## config.mk

```make
export PLATFORM = sky130hd
export DESIGN_NAME = uart_irq_ident
export DESIGN_NICKNAME = d
export VERILOG_FILES = /design/src/rtl/uart_irq_pkg.sv /design/src/rtl/uart_irq_timeout.sv /design/src/rtl/uart_irq_thre.sv /design/src/rtl/uart_irq_prio.sv /design/src/rtl/uart_irq_ident.sv
export SDC_FILE = /design/constraint.sdc
export NUM_CORES = 1
export LEC_CHECK = 0
export BUFFER_PORTS_ARGS = -buffer_cell sky130_fd_sc_hd__buf_2
export CORE_MARGIN = 5
export CORE_UTILIZATION = 51
export DETAILED_ROUTE_END_ITERATION = 8
export PLACE_DENSITY = 0.88
export SLEW_MARGIN = 0
export SYNTH_ARGS = -nofsm -noshare
export SYNTH_HDL_FRONTEND = slang
export SYNTH_SLANG_ARGS = --single-unit
```

## constraint.sdc

```tcl
create_clock -name clk -period 3.3 [get_ports clk]
set_clock_uncertainty 0.2 [all_clocks]
set_input_delay 0.165 -clock clk [delete_from_list [all_inputs] [get_ports clk]]
set_output_delay 0.165 -clock clk [all_outputs]
set_load 0.1 [all_outputs]
```

## src/rtl/uart_irq_pkg.sv

```systemverilog
package uart_irq_pkg;
  typedef enum logic [2:0] {
    ID_MODEM   = 3'b000,
    ID_THRE    = 3'b001,
    ID_RXDATA  = 3'b010,
    ID_LINE    = 3'b011,
    ID_TIMEOUT = 3'b110
  } irq_id_e;

  localparam int SRC_N     = 5;
  localparam int S_LINE    = 0;
  localparam int S_RXDATA  = 1;
  localparam int S_TIMEOUT = 2;
  localparam int S_THRE    = 3;
  localparam int S_MODEM   = 4;

  function automatic logic [4:0] trig_level(input logic [1:0] sel);
    case (sel)
      2'd0: trig_level = 5'd1;
      2'd1: trig_level = 5'd4;
      2'd2: trig_level = 5'd8;
      default: trig_level = 5'd14;
    endcase
  endfunction

  function automatic logic [3:0] frame_bits(input logic [1:0] wl, input logic par,
                                            input logic stop2);
    frame_bits = 4'd7 + {2'b00, wl} + {3'b000, par} + {3'b000, stop2};
  endfunction
endpackage

```

## src/rtl/uart_irq_timeout.sv

```systemverilog
module uart_irq_timeout
  import uart_irq_pkg::*;
#(
  parameter int CNT_W = 5,
  parameter int TMR_W = 10
) (
  input  logic             clk,
  input  logic             rst,
  input  logic             fifo_mode,
  input  logic [CNT_W-1:0] rx_count,
  input  logic             rx_push,
  input  logic             rx_pop,
  input  logic             tick,
  input  logic [1:0]       word_len,
  input  logic             parity_en,
  input  logic             two_stop,
  output logic             timeout
);
  logic [TMR_W-1:0] idle_cnt;
  logic [TMR_W-1:0] limit;
  logic             restart;

  assign limit   = TMR_W'({frame_bits(word_len, parity_en, two_stop), 6'd0});
  assign restart = !fifo_mode || (rx_count == '0) || rx_push || rx_pop;

  always_ff @(posedge clk) begin
    if (rst || restart) idle_cnt <= '0;
    else if (tick && idle_cnt < limit) idle_cnt <= idle_cnt + 1'b1;
  end

  assign timeout = fifo_mode && (rx_count != '0) && (idle_cnt >= limit);


  pop_clears_timeout_chk: assert property (@(posedge clk) disable iff (rst)
    rx_pop |=> !timeout);
endmodule

```

## src/rtl/uart_irq_thre.sv

```systemverilog
module uart_irq_thre (
  input  logic clk,
  input  logic rst,
  input  logic thr_empty,
  input  logic thr_write,
  input  logic read_ack,
  output logic flag
);
  logic empty_d;

  always_ff @(posedge clk) begin
    if (rst) begin
      empty_d <= 1'b0;
      flag    <= 1'b0;
    end else begin
      empty_d <= thr_empty;
      if (thr_write || read_ack) flag <= 1'b0;
      else if (thr_empty && !empty_d) flag <= 1'b1;
    end
  end


  write_clears_thre_chk: assert property (@(posedge clk) disable iff (rst)
    thr_write |=> !flag);
endmodule

```

## src/rtl/uart_irq_prio.sv

```systemverilog
module uart_irq_prio
  import uart_irq_pkg::*;
(
  input  logic              clk,
  input  logic              rst,
  input  logic              fifo_mode,
  input  logic              out2,
  input  logic [SRC_N-1:0]  src,
  output logic [3:0]        iir,
  output logic              irq
);
  irq_id_e id_n;
  logic    any_n;

  always_comb begin
    any_n = |src;
    if (src[S_LINE])         id_n = ID_LINE;
    else if (src[S_RXDATA])  id_n = ID_RXDATA;
    else if (src[S_TIMEOUT]) id_n = ID_TIMEOUT;
    else if (src[S_THRE])    id_n = ID_THRE;
    else                     id_n = ID_MODEM;
  end

  always_ff @(posedge clk) begin
    if (rst) begin
      iir <= 4'b0001;
      irq <= 1'b0;
    end else begin
      iir <= {id_n[2] & fifo_mode, id_n[1:0], ~any_n};
      irq <= any_n & out2;
    end
  end


  line_wins_chk: assert property (@(posedge clk) disable iff (rst)
    $past(src[S_LINE]) |-> iir[3:1] == 3'b011);

  char_mode_bit3_chk: assert property (@(posedge clk) disable iff (rst)
    !$past(fifo_mode) |-> !iir[3]);

  out2_gate_chk: assert property (@(posedge clk) disable iff (rst)
    !$past(out2) |-> !irq);
endmodule

```

## src/rtl/uart_irq_ident.sv

```systemverilog
module uart_irq_ident
  import uart_irq_pkg::*;
#(
  parameter int CNT_W = 5,
  parameter int TMR_W = 10
) (
  input  logic             clk,
  input  logic             rst,
  input  logic             fifo_mode,
  input  logic             en_rx,
  input  logic             en_thre,
  input  logic             en_line,
  input  logic             en_modem,
  input  logic [1:0]       trig_sel,
  input  logic [1:0]       word_len,
  input  logic             parity_en,
  input  logic             two_stop,
  input  logic             tick16,
  input  logic [CNT_W-1:0] rx_count,
  input  logic             rx_push,
  input  logic             rx_pop,
  input  logic             line_err,
  input  logic             thr_empty,
  input  logic             thr_write,
  input  logic             iir_read,
  input  logic             modem_delta,
  input  logic             out2,
  output logic [3:0]       iir,
  output logic             irq
);
  logic             timeout;
  logic             thre_flag;
  logic             rx_hit;
  logic [CNT_W-1:0] level;
  logic [SRC_N-1:0] src;

  assign level  = fifo_mode ? CNT_W'(trig_level(trig_sel)) : CNT_W'(1);
  assign rx_hit = rx_count >= level;

  assign src[S_LINE]    = en_line  & line_err;
  assign src[S_RXDATA]  = en_rx    & rx_hit;
  assign src[S_TIMEOUT] = en_rx    & timeout;
  assign src[S_THRE]    = en_thre  & thre_flag;
  assign src[S_MODEM]   = en_modem & modem_delta;

  uart_irq_timeout #(.CNT_W(CNT_W), .TMR_W(TMR_W)) u_tmo (
    .clk(clk), .rst(rst), .fifo_mode(fifo_mode), .rx_count(rx_count),
    .rx_push(rx_push), .rx_pop(rx_pop), .tick(tick16), .word_len(word_len),
    .parity_en(parity_en), .two_stop(two_stop), .timeout(timeout));

  uart_irq_thre u_thre (
    .clk(clk), .rst(rst), .thr_empty(thr_empty), .thr_write(thr_write),
    .read_ack(iir_read && iir == 4'b0010), .flag(thre_flag));

  uart_irq_prio u_prio (
    .clk(clk), .rst(rst), .fifo_mode(fifo_mode), .out2(out2), .src(src),
    .iir(iir), .irq(irq));


  disabled_modem_chk: assert property (@(posedge clk) disable iff (rst)
    ($past(src) == '0) |-> iir[0]);
endmodule

```

==> results of run 1 <==
-- cells in the mapped netlist, types with 2 or more instances --
cell	instances
dfxtp_1	17
a21oi_1	14
ha_1	13
inv_1	13
nand2_1	9
o31ai_1	9
or4_1	9
o21ai_0	5
nand3_1	3
nor3b_1	3
nand4_1	2
nand4b_1	2
nor2b_1	2
nor3_1	2
-- tightest hold or removal path, stage by stage --
cell      delay [ps]
buf_2            140
nand4b_1         100
a21oi_1           60
-- state kept, by name (all words and copies together), names as in the netlist --
signal,flops
u_tmo.idle_cnt,10
u_prio.iir,4
u_prio.irq,1
u_thre.empty_d,1
u_thre.flag,1
-- where the power goes --
part           internal (mW)  switching (mW)
registers              0.210         0.00300
clock network         0.0451          0.0645
logic                 0.0420          0.0667
-- metrics by stage --
stage               power, mW  area, µm²  utilization (%)  setup WS [ps]
finish                 0.4315       1440            66.38          212.0
global placement       0.3096       1309            60.32          437.7
floorplan              0.2824       1127                -          652.8
global route           0.4600       1440            66.38          40.04
CTS                    0.4331       1426            65.74          144.5
detailed placement     0.3152       1309            60.32          213.2
-- worst paths after layout --
kind,to,slack [ps]
setup / recovery,u_prio.iir[1],210
hold / removal,u_tmo.idle_cnt[1],30
setup reg to reg,u_prio.iir[1],820
hold reg to reg,u_tmo.idle_cnt[9],310
-- kinds of logic (layout without fill, tap and decap cells) --
logic type                 after synthesis  count (layout)  synth area share [%]
and+or+nand+nor                         42              42                 24.53
AOI/OAI and AO/OA                       37              37                 22.53
DFF                                     17              17                 30.19
buffers and inverters                   16              59                 5.771
adders and majority gates               14              14                 16.20
xor gates and xnor gates                 1               1                0.7771
-- area by class of cell --
type	instances	area [µm²]	area share [%]
tap	28	35.03	2.433
multi-input combinational	94	725.7	50.39
clock inverter	1	5.005	0.3475
sequential	17	340.3	23.63
timing repair buffer	42	262.8	18.25
clock buffer	3	22.52	1.564
inverter	13	48.80	3.388
-- routing by layer --
layer | GRT usage, % | vias up
met5 | 0 | -
met4 | 6.291 | 0
met3 | 4.299 | 10
met2 | 32.30 | 39
met1 | 21.58 | 521
li1 | - | 569
-- what timing repair did --
| action | 4_1_cts | 5_1_grt |
|---|---|---|
| resized for setup | 0 | 1 |
| endpoints found under the setup margin | 0 | 1 |
| hold endpoints to repair | 7 | 1 |
| hold buffers | 9 | 1 |
==> results.toml, run 1 <==
[logic_synthesis]
synth_area_leaders = "dfxtp_1, ha_1, a21oi_1"
ys_seq_area_share_pct = 30.19
yosys.area.top_type_share_pct = 30.19
ys_warn_count = 0
synth-edff-count = 0
syn_inst = 127
synth.net_count = 168
synth_seq_cells = 17
synthFlopType = "dfxtp_1"
synth_area_leader_cell = "dfxtp_1"
yosysUniqueCellTypes = 38
syn_area_um2 = 1127
synthArstFlopShare_pct = 0
post_synth.cell_area_avg_um2 = 8.877

[outcome]
run_status = "finished, final reports clean"

[clock_network]
root_buffer = "clkbuf_4"
cts-htree-levels = 1
cts_tree = "built"
clock_sinks = 17
clkTransAtPathRegs_ps = 100
cts_buffer_depth = 2
cts_buffers = 3
clk-insertion-delay-late_ps = 290
postCtsSetupRepairBufs = 0

[worst_setup_path]
cpMaxStageDelayCell = "dlygate4sd3_1"
critPathMaxStageDelay_ps = 550
crit_fanout = 17
path_delay_family = "adder cells"
rr_startpoint = "u_tmo.idle_cnt[9]"
reg2reg_depth = 7
cp.buffers_inverters = 6
crit_chain = "buf_2 -> inv_1 -> ha_1 -> inv_1 -> ha_1 -> inv_1 -> fa_1 -> ha_1 -> nand2b_1 -> a21oi_2 -> buf_4 -> o311ai_2 -> o2bb2ai_1 -> dlygate4sd3_1"
cp.depth = 14
worst_ep_required_time_ps = 3340
end_kind = "register"
setup.worst_path.start = "word_len[0]"
startpoint_type = "input port"
crit_arrival_ps = 3130
crit_type = "input port to register"

[timing]
min_period_ps = 3088
rsz0062_at_grt = "no"
hold_viol = 0
hold_slack_ps = 27.05
drv_slew = 0
period_share_pct = 93.58
tightest_slew_ps = 524.7
finalSetupTns_ps = 0
fmax_mhz = 323.8
slew_headroom_pct = 64.93
setup_violations = 0

[power]
pwr_density_cell_nw_per_um2 = 299.6
cellLeakagePower_nw = 0.5989
peakVddDrop_mv = 0.2677

[drt]
ant_nets = 0
drtIter0Drc = 51
wl_met1_um = 1226
drc = 0
wirelength_um = 2970
via_per_inst = 5.753
routedWlPerCell_um = 15.00
wl_met2_um = 1457
highest_layer = "met4"
met3WireLength_um = 187
drtPass1Iterations = 4
vias = 1139

[floorplanning]
io_pins = 32
die_h_um = 57.02
rows = 17
core_um2 = 2170
start_util_pct = 51.96
die_width_um = 57.02
die_area_um2 = 3251

[grt]
grt_pass1_wl_um = 4802
overflow = 0
groute.usage.overall_pct = 18.29
grt_max_degree = 18
grt_pass1_vias = 1141
antenna_found_initial = 0

[cells_and_area]
area_delta_synth_final_pct = 27.75
layout-drive-gt1-share_pct = 25.29
layout_common_cells = "buf_2, dfxtp_1, inv_1, a21oi_1, ha_1"
diodes = 0
nets = 212
final_cells = 198
fill_cells = 170
final_common_cell = "buf_2"

[flow_run]
cap_violations = 0

[place]
dp_cells = 184
gp_congestion = 0.8122
hpwl_um = 2094
port_buffers = 31

[worst_hold_path]
hold_path_depth = 3
min-delay-start = "tick16"
hold_class = "input port to register"
(Power assumes the default switching activity.)
==> run 2, diff against run 1 <==
CELL_PAD_IN_SITES_DETAIL_PLACEMENT = 0   (was unset)
CELL_PAD_IN_SITES_GLOBAL_PLACEMENT = 1   (was unset)
CORE_UTILIZATION = 37   (was 51)
PLACE_DENSITY = 0.87   (was 0.88)
==> run 2 against run 1 <==
Sequential cell count did not move. Wire length fell by 10%. Maximum frequency fell by 0.63%. Sequential power barely moved. Setup slack got worse by 20 ps. Sequential share of layout area fell by 0.20 points. Non-clock buffer count rose by 1. Hold slack got worse by 16 ps. Critical path depth rose by 1. Via count fell by 2.8%.
==> results.toml, run 2 (synthesis results as in run 1) <==
[outcome]
run_status = "finished, final reports clean"

[grt]
grt_pass1_vias = 1128
grt_pass1_wl_um = 4609
overflow = 0
grt_max_degree = 22
groute.usage.overall_pct = 13.66
antenna_found_initial = 0

[worst_setup_path]
crit_fanout = 21
crit_arrival_ps = 3100
worst_ep_required_time_ps = 3290
crit_type = "input port to register"
end_kind = "register"
startpoint_type = "input port"

[drt]
wirelength_um = 2668
vias = 1107
ant_nets = 0
routedWlPerCell_um = 13.08
drc = 0
via_per_inst = 5.426
drtPass1Iterations = 4
drtIter0Drc = 25

[timing]
drv_slew = 0
rsz0062_at_grt = "no"
worst_slack_ps = 192.4
setup_violations = 0
hold_viol = 0
min_period_ps = 3108
slew_headroom_pct = 61.24
period_share_pct = 94.17
tightest_slew_ps = 579.9
hold_slack_ps = 11.27
fmax_mhz = 321.8
finalSetupTns_ps = 0

[cells_and_area]
regMostFlops = "u_tmo.idle_cnt"
layout-drive-gt1-share_pct = 24.56
nets = 213
largest_register_ff_count = 10
final_cells = 204
top_regs = "u_tmo.idle_cnt x10, u_prio.iir x4"
fill_cells = 287
final_common_cell = "buf_2"
fin_util_pct = 48.78
area_delta_synth_final_pct = 28.86
diodes = 0
layout_common_cells = "buf_2, dfxtp_1, a21oi_1"

[place]
gp_congestion = 0.8083
port_buffers = 31
dp_slack_ps = 354.3
dp_cells = 189
hpwl_um = 2066

[floorplanning]
die_h_um = 65.20
rows = 20
die_area_um2 = 4251
die_width_um = 65.20
core_um2 = 2978
start_util_pct = 37.86
io_pins = 32

[power]
power.internal_mw = 0.2980
power_switching_mw = 0.1315
cellLeakagePower_nw = 0.6050
pwr_density_cell_nw_per_um2 = 295.7
peakVddDrop_mv = 0.2232
swShare_pct = 30.62
power.share.sequential_pct = 49.5
clkPwrFrac_pct = 25.8
combinationalPowerShare_pct = 24.7

[clock_network]
root_buffer = "clkbuf_4"
cts_tree = "built"
postCtsSetupRepairBufs = 0
cts-htree-levels = 1
clock_sinks = 17
cts_buffer_depth = 2
clk-insertion-delay-late_ps = 290
cts_hold_buffers = 11
cts_buffers = 3
clkTransAtPathRegs_ps = 100
cts_resized = 0

[flow_run]
cap_violations = 0

[worst_hold_path]
hold_class = "input port to register"
==> run 2: cell count changes in the layout (fill, tap and decap cells not counted) <==
cell	change
a21oi_2	-1
a21oi_1	+1
dlygate4sd3_1	+1
==> run 2: per-stage QoR <==
step | power [mW] | cell area, µm²
finish | 0.4295 | 1453
global route | 0.4598 | 1453
CTS | 0.4347 | 1453
detailed placement | 0.3140 | 1315
global placement | 0.3112 | 1315
floorplan | 0.2824 | 1127
==> run 2: final cells by class <==
cell class	count	area, µm²	area share [%]
clock inverter	1	5.005	0.3445
tap	33	41.29	2.842
timing repair buffer	43	272.8	18.78
sequential	17	340.3	23.43
clock buffer	3	22.52	1.550
inverter	13	48.80	3.359
multi-input combinational	94	721.9	49.70
==> run 2: worst paths after layout <==
path | start | cells after the start | endpoint | slack, ps
worst min-delay path | tick16 | 3 | u_tmo.idle_cnt[1] | 10
worst max-delay path | word_len[0] | 15 | u_prio.irq | 190
worst max register to register | u_tmo.idle_cnt[9] | 7 | u_prio.irq | 800
worst min register to register | u_tmo.idle_cnt[9] | 2 | u_tmo.idle_cnt[9] | 310
==> run 2: critical path, cell delays in order <==
cell	delay, ps
buf_2	80
inv_1	40
ha_1	280
inv_1	50
ha_1	150
inv_1	50
fa_1	380
xnor2_1	140
ha_1	270
nand2_1	80
a21oi_1	50
buf_4	190
o311ai_2	420
a311oi_1	150
dlygate4sd3_1	580
==> run 2: routing by layer <==
| layer | up-vias | track usage (%) | wire length (µm) |
|---|---|---|---|
| li1 | 570 | - | - |
| met4 | 0 | 3.109 | 19 |
| met2 | 25 | 25.79 | 1327 |
| met5 | - | 0 | 0 |
| met3 | 4 | 4.444 | 190 |
| met1 | 508 | 14.54 | 1131 |
==> run 2: power groups by stage <==
stage / logic, mW / registers, mW / clock network, mW
2_1_floorplan: 0.0383 / 0.244 / 0
3_3_place_gp: 0.0940 / 0.217 / 0
3_5_place_dp: 0.0967 / 0.217 / 0
4_1_cts: 0.107 / 0.213 / 0.115
5_1_grt: 0.117 / 0.214 / 0.129
6_report: 0.106 / 0.213 / 0.111
